## config.mk

```make
export PLATFORM = sky130hd
export DESIGN_NAME = mgmt_bitbang_phy
export DESIGN_NICKNAME = d
export VERILOG_FILES = /design/src/rtl/mgmt_pkg.sv /design/src/rtl/mgmt_ctrl_reg.sv /design/src/rtl/mgmt_phy_regfile.sv /design/src/rtl/mgmt_frame_engine.sv /design/src/rtl/mgmt_bitbang_phy.sv
export SDC_FILE = /design/constraint.sdc
export NUM_CORES = 1
export LEC_CHECK = 0
export CAP_MARGIN = 20
export CELL_PAD_IN_SITES_DETAIL_PLACEMENT = 2
export CELL_PAD_IN_SITES_GLOBAL_PLACEMENT = 2
export CORE_AREA = 2 2 260 262
export DETAILED_ROUTE_END_ITERATION = 6
export DIE_AREA = 0 0 262 264
export GPL_TIMING_DRIVEN = 0
export PLACE_DENSITY_LB_ADDON = 0.1
export SLEW_MARGIN = 15
export SYNTH_ARGS = -nofsm -noshare
export SYNTH_HDL_FRONTEND = slang
export SYNTH_SLANG_ARGS = --single-unit
export TNS_END_PERCENT = 1
```

## constraint.sdc

```tcl
create_clock -name clk -period 2.7 [get_ports clk]
set_input_delay 0.675 -clock clk [delete_from_list [all_inputs] [get_ports clk]]
set_output_delay 0.675 -clock clk [all_outputs]
set_load 0.005 [all_outputs]
```

## src/rtl/mgmt_pkg.sv

```systemverilog
package mgmt_pkg;
  localparam int CTRL_W   = 32;
  localparam int MDC_BIT  = 16;
  localparam int MDO_BIT  = 17;
  localparam int DIR_BIT  = 18;
  localparam int MDI_BIT  = 19;
  localparam int FRAME_W  = 32;
  localparam int HALF_CNT = 16;
  localparam int REG_W    = 16;
  localparam int REG_N    = 32;
  localparam int ADDR_W   = 5;
  localparam int OP_W     = 4;
  localparam int RD_OP_LSB  = 12;
  localparam int RD_PHY_LSB = 7;
  localparam int RD_REG_LSB = 2;
  localparam int WR_OP_LSB  = 28;
  localparam int WR_PHY_LSB = 23;
  localparam int WR_REG_LSB = 18;

  function automatic logic [REG_W-1:0] phy_reset_value(input int idx);
    case (idx)
      0:       return 16'h3100;
      1:       return 16'hF02C;
      2:       return 16'h7810;
      4:       return 16'h0501;
      5:       return 16'h4181;
      14:      return 16'h3800;
      16:      return 16'h0003;
      17:      return 16'h0600;
      18:      return 16'h0001;
      default: return '0;
    endcase
  endfunction
endpackage

```

## src/rtl/mgmt_ctrl_reg.sv

```systemverilog
module mgmt_ctrl_reg
  import mgmt_pkg::*;
#(
  parameter int CW   = CTRL_W,
  parameter int MDC  = MDC_BIT,
  parameter int MDO  = MDO_BIT,
  parameter int DIR  = DIR_BIT,
  parameter int MDI  = MDI_BIT
) (
  input  logic          clk,
  input  logic          rst,
  input  logic          wr_en,
  input  logic [CW-1:0] wr_data,
  output logic [CW-1:0] ctrl_q,
  output logic          step,
  output logic          mdo,
  output logic          dir
);
  localparam logic [CW-1:0] KEEP_MASK = ~(CW'(1) << MDI);

  // a step is a write that raises the clock bit
  assign step = wr_en & wr_data[MDC] & ~ctrl_q[MDC];
  assign mdo  = wr_data[MDO];
  assign dir  = wr_data[DIR];

  always_ff @(posedge clk) begin
    if (rst) begin
      ctrl_q <= '0;
    end else if (wr_en) begin
      ctrl_q <= wr_data & KEEP_MASK;
    end
  end
endmodule

```

## src/rtl/mgmt_phy_regfile.sv

```systemverilog
module mgmt_phy_regfile
  import mgmt_pkg::*;
#(
  parameter int RW = REG_W,
  parameter int RN = REG_N,
  parameter int AW = ADDR_W
) (
  input  logic          clk,
  input  logic          rst,
  input  logic [AW-1:0] raddr,
  output logic [RW-1:0] rdata,
  input  logic          we,
  input  logic [AW-1:0] waddr,
  input  logic [RW-1:0] wdata
);
  logic [RW-1:0] mem [RN];

  assign rdata = mem[raddr];

  always_ff @(posedge clk) begin
    if (rst) begin
      for (int i = 0; i < RN; i++) begin
        mem[i] <= phy_reset_value(i);
      end
    end else if (we) begin
      mem[waddr] <= wdata;
    end
  end
endmodule

```

## src/rtl/mgmt_frame_engine.sv

```systemverilog
module mgmt_frame_engine
  import mgmt_pkg::*;
#(
  parameter int FW       = FRAME_W,
  parameter int HALF     = HALF_CNT,
  parameter int RW       = REG_W,
  parameter int AW       = ADDR_W,
  parameter int OW       = OP_W,
  parameter int PHY_ADDR = 1,
  parameter int OP_READ  = 6,
  parameter int OP_WRITE = 5
) (
  input  logic           clk,
  input  logic           rst,
  input  logic           step,
  input  logic           mdo,
  input  logic           dir,
  output logic           mdi_q,
  output logic [$clog2(FW+1)-1:0] cnt_q,
  output logic [AW-1:0]  rf_raddr,
  input  logic [RW-1:0]  rf_rdata,
  output logic           rf_we,
  output logic [AW-1:0]  rf_waddr,
  output logic [RW-1:0]  rf_wdata
);
  localparam int CNT_W = $clog2(FW + 1);
  localparam logic [CNT_W-1:0] FULL_C  = CNT_W'(FW);
  localparam logic [CNT_W-1:0] HALF_C  = CNT_W'(HALF);
  localparam logic [CNT_W-1:0] LAST_C  = CNT_W'(FW - 1);
  localparam logic [CNT_W-1:0] PRE_H_C = CNT_W'(HALF - 1);
  localparam logic [AW-1:0]    PHY_C   = AW'(PHY_ADDR);
  localparam logic [OW-1:0]    RD_C    = OW'(OP_READ);
  localparam logic [OW-1:0]    WR_C    = OW'(OP_WRITE);

  logic [FW-1:0]    word_q;
  logic [FW-1:0]    word_sh;
  logic [FW-1:0]    word_nx;
  logic [CNT_W-1:0] cnt_inc;
  logic [CNT_W-1:0] cnt_nx;
  logic             shift_bit;
  logic             preamble;
  logic             at_half;
  logic             at_full;
  logic             mdi_nx;
  logic             rd_cmd;
  logic             wr_cmd;

  always_comb begin
    cnt_inc   = (cnt_q == FULL_C) ? FULL_C : cnt_q + 1'b1;
    shift_bit = mdo & ((cnt_inc < HALF_C) | ~dir);
    word_sh   = {word_q[FW-2:0], shift_bit};
    preamble  = &word_sh;
    at_half   = (cnt_q == PRE_H_C);
    at_full   = (cnt_q == LAST_C);
    rd_cmd    = at_half & ~preamble & (word_sh[RD_OP_LSB +: OW] == RD_C);
    wr_cmd    = at_full & ~preamble & (word_sh[WR_OP_LSB +: OW] == WR_C)
                & (word_sh[WR_PHY_LSB +: AW] == PHY_C);
    rf_raddr  = word_sh[RD_REG_LSB +: AW];
    rf_waddr  = word_sh[WR_REG_LSB +: AW];
    rf_wdata  = word_sh[RW-1:0];
    rf_we     = step & wr_cmd;
    mdi_nx    = ((cnt_inc >= HALF_C) & dir) ? word_sh[HALF-1] : mdi_q;
    cnt_nx    = preamble ? '0 : cnt_inc;
    word_nx   = word_sh;
    if (rd_cmd) begin
      word_nx = (word_sh[RD_PHY_LSB +: AW] == PHY_C)
                ? {{(FW-RW){1'b0}}, rf_rdata} : '0;
    end
  end

  always_ff @(posedge clk) begin
    if (rst) begin
      word_q <= '0;
      cnt_q  <= '0;
      mdi_q  <= 1'b0;
    end else if (step) begin
      word_q <= word_nx;
      cnt_q  <= cnt_nx;
      mdi_q  <= mdi_nx;
    end
  end
endmodule

```

## src/rtl/mgmt_bitbang_phy.sv

```systemverilog
module mgmt_bitbang_phy
  import mgmt_pkg::*;
#(
  parameter int CW       = CTRL_W,
  parameter int FW       = FRAME_W,
  parameter int RW       = REG_W,
  parameter int RN       = REG_N,
  parameter int PHY_ADDR = 1
) (
  input  logic          clk,
  input  logic          rst,
  input  logic          wr_en,
  input  logic [CW-1:0] wr_data,
  output logic [CW-1:0] rd_data
);
  localparam int AW    = $clog2(RN);
  localparam int CNT_W = $clog2(FW + 1);

  logic [CW-1:0]    ctrl_q;
  logic             step;
  logic             mdo;
  logic             dir;
  logic             mdi_q;
  logic [CNT_W-1:0] cnt_w;
  logic [AW-1:0]    rf_raddr;
  logic [RW-1:0]    rf_rdata;
  logic             rf_we;
  logic [AW-1:0]    rf_waddr;
  logic [RW-1:0]    rf_wdata;

  mgmt_ctrl_reg #(.CW(CW)) u_ctrl (
    .clk(clk), .rst(rst), .wr_en(wr_en), .wr_data(wr_data),
    .ctrl_q(ctrl_q), .step(step), .mdo(mdo), .dir(dir)
  );

  mgmt_frame_engine #(.FW(FW), .RW(RW), .AW(AW), .PHY_ADDR(PHY_ADDR)) u_eng (
    .clk(clk), .rst(rst), .step(step), .mdo(mdo), .dir(dir),
    .mdi_q(mdi_q), .cnt_q(cnt_w),
    .rf_raddr(rf_raddr), .rf_rdata(rf_rdata),
    .rf_we(rf_we), .rf_waddr(rf_waddr), .rf_wdata(rf_wdata)
  );

  mgmt_phy_regfile #(.RW(RW), .RN(RN), .AW(AW)) u_rf (
    .clk(clk), .rst(rst), .raddr(rf_raddr), .rdata(rf_rdata),
    .we(rf_we), .waddr(rf_waddr), .wdata(rf_wdata)
  );

  always_comb begin
    rd_data = ctrl_q;
    rd_data[MDI_BIT] = mdi_q;
  end
endmodule

```

==> results summary, run 1 <==
The synthesized design spends more area on one cell type than any other, namely edfxtp_1. From synthesis to final layout, the design area changed by 21.3%. The worst slack on hold paths came out at 0.490 ns. VDD sags by at most 479 uV. The signal arrival time at the worst endpoint is 3.24 ns.

The fraction of the cycle the final worst path needs is 108%. The final non-filler cell total is 2,926. After synthesis, the share of flip-flops with an asynchronous set or reset is 0%.

The clock latency on the worst-skew pair came out at 0.62 ns. The clock skew after layout is 0.0293 ns. In the post-synthesis netlist, the biggest area contributors are edfxtp_1 58%, mux4_2 11%, and2_1 11%, dfxtp_1 5.6%, mux2i_1 1.9%. The number of register bits inferred by synthesis came out at 586. The run finished, with violations left. In this run the tool buffered the top-level ports with 63 buffer cells. The highest net fanout along the worst path came out at 10. For the finished layout, the period the worst path requires is 2.91 ns. The final count of negative-setup-slack endpoints is 591. The leakage power figure is 11.1 nW. The tool flagged a number of max-cap violations equal to 0. Setup repair after global routing could not meet its margin everywhere.

Global routing finished with a remaining overflow of 0. The die height is 264 um. Across every metal layer, demand over resource in global routing totals 29.2%. Yosys mapped the design onto 55 distinct sky130hd cell types. The average cell area after synthesis came out at 14.6 um2.

The pin slew with the least headroom to its limit came out at 1.27 ns. The number of buffers added to fix hold violations after cts came out at 0. The pin count of the biggest net entering global routing came out at 17. The number of pins exceeding their max-slew limit in the final report is 0. Yosys mapped a number of flops with a built-in enable equal to 512. TritonCTS built the clock tree. The initial standard-cell utilization of the core is 39.7%. The type of the tightest min-delay check is flip-flop to flip-flop. STA classifies the critical path startpoint as a flip-flop. The final weighted congestion of routability-driven global placement is 0.854.

The most used flip-flop cell after synthesis is edfxtp_1. Cells with a size suffix above 1 make up 22.8% of the layout. The DRC violation count after routing came out at 0. Counting the buffers created by CTS gives 68. The critical path required time came out at 3.03 ns.

During synthesis, Yosys emitted a total of 0 warnings. The critical path in this run is classified as flip-flop to flip-flop. The number of nets in the synthesized netlist came out at 1,849.

The first global-routing pass estimated 139 mm of wire. The post-synthesis sequential area ratio came out at 63.8%. The power density relative to cell area came out at 638 nW/um2. The number of clock sinks came out at 586.

The fill cell total of the finished layout came out at 6,287. STA classifies the critical path endpoint as a flip-flop. The initial antenna violation count is 6.

The final number of hold-violating endpoints came out at 0. The top achievable clock speed came out at 344 MHz. The number of global-route vias before repair is 18,300. The clock tree root driver cell is clkbuf_16.

The total routed wirelength is 99.3 mm. In this run, placement finished with an instance count of 2,751. Synthesis produced 1,812 cells.

The checks that failed: setup timing. The portion of synthesized cell area occupied by the leading cell type came out at 58.2%. The clock-pin slew on the worst setup and hold paths is 0.05 ns. The average detailed-routed wire length per instance came out at 33.9 um. The count of H-tree levels built during CTS came out at 3.

The die covers 69,200 um2. The post-synthesis cell area is 26,400 um2. The multi-input combinational cells in the finished layout cover a total of 8950 um2. The count of standard-cell rows is 95. The total core area is 66,600 um2. The number of routed nets with antenna violations came out at 0. The estimated wirelength of the detail-placed design is 67.2 mm. The violation count after the first detailed-routing iteration came out at 1,765. The floorplan die width came out at 262 um. The I/O pin count came out at 67. The number of nets at the end of the flow came out at 2,037. The register cell area after layout is 16,900 um2. Yosys instantiated no cell more often than edfxtp_1. By count the netlist is led by 512 x edfxtp_1, 458 x and2_1, 128 x mux4_2, 99 x clkbuf_1, 74 x dfxtp_1. The maximum clock insertion buffer count came out at 3. The worst path setup slack after routing came out at -0.211 ns. The vias after detailed routing is 17,100. The first TritonRoute pass finished after 5 iterations.

After detailed routing, the number of vias per cell comes to 5.84. The relative max-transition margin came out at 15.3%.
## worst paths after layout
path                    start        endpoint  slack, ns  depth (start not counted)
max          u_eng.word_q[24]  u_rf.mem[4][9]      -0.21                          9
min            u_eng.cnt_q[1]  u_eng.cnt_q[1]       0.49                          2
max reg2reg  u_eng.word_q[24]  u_rf.mem[4][9]      -0.21                          9
min reg2reg    u_eng.cnt_q[1]  u_eng.cnt_q[1]       0.49                          2
## sequential cells by signal (all words and copies together), names as in the netlist, named ones only
| register | count |
|---|---|
| u_ctrl.ctrl_q | 31 |
| u_eng.cnt_q | 6 |
| u_eng.mdi_q | 1 |
| u_eng.word_q | 31 |
| u_rf.mem | 512 |
## cell families after synthesis
logic type	synth area share [%]
AO/OA/AOI/OAI	3.11
adder cells (fa/ha/maj)	0.0947
buffers and inverters	3.34
flip-flops	63.8
multiplexers	12.8
AND/OR/NAND/NOR	16.8
## cells in the final DEF (no fill, tap or decap), types with 29 or more instances in the layout
master,n
buf_12,41
a22oi_1,29
nand2_1,33
buf_4,34
and3_1,40
nand2b_1,31
clkdlybuf4s50_1,63
and2_1,449
clkbuf_16,72
or2_4,32
nor2_1,60
dfxtp_1,65
mux2i_1,50
clkbuf_1,89
buf_8,30
edfxtp_1,512
mux4_2,128
## per-stage QoR
stage / setup WS (ns) / total power (W) / util (%) / cell area (um2) / TNS (ns)
6_report: -0.211 / 0.0205 / 48.1 / 32000 / -67.07
3_5_place_dp: -1.45 / 0.0114 / 42.3 / 28200 / -1140.93
4_1_cts: -0.207 / 0.0206 / 47.8 / 31800 / -57.67
5_1_grt: -0.264 / 0.0210 / 48.1 / 32000 / -104.97
3_3_place_gp: -2.03 / 0.0114 / 42.3 / 28100 / -1093.01
2_1_floorplan: -0.156 / 0.0109 / - / 26400 / -42.19
## layout make-up
type                            instances  share of cell area [%]
Sequential cell                       586                    52.6
Multi-Input combinational cell       1039                    27.9
Clock buffer                           90                    5.86
Timing Repair Buffer                  123                    4.87
Buffer                                178                    4.47
Tap cell                              873                    3.41
Clock inverter                         29                   0.738
Inverter                                4                  0.0469
Antenna cell                            4                  0.0312
## critical path, stage by stage, from the launching register on
cell and delay [ns]:
dfxtp_2 0.33, or4_1 0.51, or3_4 0.35, nor4_4 0.28
and2_4 0.31, buf_12 0.17, and3_4 0.19, buf_8 0.15
or2_4 0.19, buf_12 0.14
## power by group
| group | internal, W | switching [W] | total, W |
|---|---|---|---|
| registers | 0.0102 | 0.000150 | 0.0104 |
| clock network | 0.00525 | 0.00381 | 0.00906 |
| logic | 0.000460 | 0.000555 | 0.00101 |
| total | 0.0160 | 0.00451 | 0.0205 |
## what timing repair did
action | in CTS | in global routing
gates cloned | 2 | 0
setup buffers | 53 | 3
endpoints found under the setup margin | 983 | 859
pin swaps | 2 | 0
resized for setup | 214 | 77
## per-layer routing
metal  wire [um]  part of all wire, %  up-vias  global-route usage (%)
li1            -                    -     7060                       -
met4        3890                  3.9        0                    11.2
met2       47700                   48      694                    46.7
met5           0                    0        -                       0
met1       40500                   41     9189                    39.3
met3        7150                  7.2      157                    5.53
(Power assumes the default switching activity.)
==> run 2: changes to the inputs <==
--- a/config.mk
+++ b/config.mk
@@ -8,9 +8,9 @@
 export CAP_MARGIN = 20
 export CELL_PAD_IN_SITES_DETAIL_PLACEMENT = 2
 export CELL_PAD_IN_SITES_GLOBAL_PLACEMENT = 2
-export CORE_AREA = 2 2 260 262
+export CORE_AREA = 2 2 257 259
 export DETAILED_ROUTE_END_ITERATION = 6
-export DIE_AREA = 0 0 262 264
+export DIE_AREA = 0 0 259 261
 export GPL_TIMING_DRIVEN = 0
 export PLACE_DENSITY_LB_ADDON = 0.1
 export SLEW_MARGIN = 15
==> results summary, run 2 (synthesis gave the netlist of run 1 again) <==
The cell that appears most often on the critical path is buf_8. The path class of the tightest hold or removal check is flip-flop to flip-flop. The pin slew with the least headroom to its limit is 1.16 ns (-0.109 ns). The accumulated negative setup slack was -54.44 ns (+12.63 ns). The final weighted congestion of routability-driven global placement is 0.925 (+8.3%).

The layout overhead on the synthesized area came out at 22.9%. The violation count after the first detailed-routing iteration came out at 1,843 (+4.4%). The checks that failed: setup timing. The final count of negative-setup-slack endpoints came out at 527 (-11%). The final standard cell area without fillers is 32,500 um2 (+1.3%).

By startpoint and endpoint, the worst setup path is classified as flip-flop to flip-flop. The clock latency on the worst-skew pair is 0.62 ns (about the same). The fraction of the cycle the final worst path needs is 106% (-1.5 points). The number of nets at the end of the flow came out at 2,060 (+1.1%). The power density relative to cell area came out at 631 nW/um2 (-1.1%).

TritonCTS built the clock tree. The worst setup path is captured at a flip-flop. The all-layer global routing usage came out at 30.0% (+0.89 points). The count of standard-cell rows is 94 (-1.1%). The number of buffers inserted by port buffering was 63 (unchanged). The total core area is 65,000 um2 (-2.3%). The highest-delay cell along the critical path is or4_4. The utilization after layout is 49.9% (+1.8 points).

The worst slack on hold paths is 0.492 ns (+0.00210 ns). The fill cell total of the finished layout is 5,945 (-5.4%). The number of flip-flops under the largest register name came out at 512 (unchanged). The register cell area after layout came out at 16,900 um2 (about the same).

The final number of hold-violating endpoints is 0 (unchanged). The root buffer cell chosen for the clock tree is clkbuf_16. The peak supply drop is 383 uV (-20%).

The top achievable clock speed was 348 MHz (+1.4%). The total routed wirelength came to 101 mm (+1.7%). The leading cell type in the layout, fill and taps excluded is edfxtp_1. The reported max-cap violation count is 0 (unchanged). The DRC violation count after routing was 0 (unchanged).

The full die area came out at 67,600 um2 (-2.3%). The estimated wirelength of the detail-placed design is 66.8 mm (-0.58%). The vias after detailed routing came out at 17,300 (+1.2%). Leaving out fill and tap cells, the most frequent cells in the layout are 512 x edfxtp_1, 434 x and2_1, 128 x mux4_2, 93 x clkbuf_1, 75 x clkbuf_16. The relative max-transition margin was 22.5% (+7.2 points). The number of global-route vias before repair came out at 18,400 (+0.45%). The number of routed nets with antenna violations came out at 0 (unchanged). The global-route wire length before repair came to 141 mm (+1.4%).

The worst slack after detailed placement is -1.50 ns (-0.0513 ns). The worst setup path is launched from a flip-flop. The number of pins exceeding their max-slew limit in the final report is 0 (unchanged).

The leakage power figure is 11.3 nW (+1.9%). The average detailed-routed wire length per instance came out at 34.4 um (+1.2%). Counting flops per register, the top entry is u_rf.mem. The total overflow reported by the global router came out at 0 (unchanged).

In the final layout, the registers with the most flip-flops are u_rf.mem (512), u_ctrl.ctrl_q (31), u_eng.word_q (31). The number of buffers created by CTS is 68 (unchanged). Setup repair after global routing could not meet its margin everywhere. The fraction of final layout cells sized beyond drive strength 1 came to 24.7% (+1.8 points). The delay of the slowest cell on the worst path came out at 0.51 ns (about the same).

The signal arrival time at the worst endpoint is 3.19 ns (-0.05 ns). The routed via count divided by cell count was 5.89 (+0.74%). The run finished, with violations left. The clock skew after layout is 0.0218 ns (-0.00750 ns). The worst path setup slack after routing is -0.172 ns (+0.0395 ns).

The number of clock sinks is 586 (unchanged). The clock period minus worst slack came out at 2.87 ns (-0.0395 ns). The initial standard-cell utilization of the core came out at 40.6% (+0.93 points). The I/O pin count is 67 (unchanged). The cell area after placement is 28,200 um2 (about the same). Traced cell by cell, the critical path runs through or4_4 -> or3_4 -> nor4_4 -> and2b_2 -> buf_8 -> and3_4 -> buf_8 -> or2_4 -> buf_12. The number of buffers added to fix hold violations after cts came out at 0 (unchanged). The number of optimization iterations in the first detailed-route pass came out at 5 (unchanged). The floorplan die width is 259 um (-1.1%). The critical path required time came out at 3.02 ns (about the same). The initial antenna violation count came to 5 (-1). The count of H-tree levels built during CTS was 3 (unchanged). The multi-input combinational cell area is 9010 um2 (+0.70%).

The maximum clock insertion buffer count came out at 3 (unchanged). The pin count of the biggest net entering global routing came out at 17 (unchanged). The highest net fanout along the worst path is 10 (unchanged). The die height is 261 um (-1.1%). The clock-pin slew on the worst setup and hold paths is 0.06 ns (about the same).
## run 2: cell types whose count changed in the layout (fill, tap and decap cells not counted), moves of 3 or more
cell | before | now
buf_12 | 41 | 50
and2_1 | 449 | 434
clkbuf_8 | 6 | 10
buf_4 | 34 | 38
and2_4 | 10 | 25
clkinv_1 | 12 | 7
buf_6 | 28 | 43
clkbuf_4 | 8 | 2
clkbuf_1 | 89 | 93
clkbuf_16 | 72 | 75
## run 2: area by class of cell
| cell class | instances | share of cell area [%] |
|---|---|---|
| sequential | 586 | 52.0 |
| multi-input combinational | 1040 | 27.8 |
| clock buffer | 99 | 5.95 |
| timing repair buffer | 150 | 5.85 |
| buffer | 173 | 4.53 |
| tap | 864 | 3.33 |
| clock inverter | 20 | 0.524 |
| inverter | 4 | 0.0463 |
| antenna | 2 | 0.0154 |
## run 2: worst max-delay path: cells and delay by family, from the launching register on
family	cells	cell delay (ns)
AND/OR/NAND/NOR	6	1.81
buffers and inverters	3	0.44
flip-flops	1	0.32
## run 2: stage by stage
stage / power, W / std cells
after detailed placement: 0.0114 / 2743
after global routing: 0.0210 / 2936
after CTS: 0.0206 / 2920
after floorplan: 0.0109 / 1812
after global placement: 0.0114 / 2739
final: 0.0205 / 2938
## run 2: report_power, final
part | total [W] | leakage (nW) | internal, W | switching, W
combinational | 0.00106 | 4.75 | 0.000488 | 0.000572
sequential | 0.0104 | 5.48 | 0.0102 | 0.000149
clock | 0.00904 | 1.03 | 0.00524 | 0.00380
## run 2: what timing repair did
item                       in CTS  in global routing
cloned                          2                  4
gates resized for setup       207                138
buffers inserted               64                 13
pin swaps                       2                  5
setup endpoints to repair    1033                863
## run 2: routing by layer
metal / track usage, % / vias to the layer above / share of wire (%)
met3: 4.82 / 192 / 6.5
met4: 14.3 / 2 / 4.8
met2: 49.0 / 705 / 48
li1: - / 7118 / -
met1: 39.5 / 9280 / 41
met5: 0 / - / 0.013
## run 2: worst paths after layout
| check | from | end | slack (ns) | depth (start not counted) |
|---|---|---|---|---|
| min reg2reg | u_eng.cnt_q[1] | u_eng.cnt_q[1] | 0.49 | 2 |
| max | u_eng.word_q[24] | u_rf.mem[26][11] | -0.17 | 9 |
| max reg2reg | u_eng.word_q[24] | u_rf.mem[26][11] | -0.17 | 9 |
| min | u_eng.cnt_q[1] | u_eng.cnt_q[1] | 0.49 | 2 |
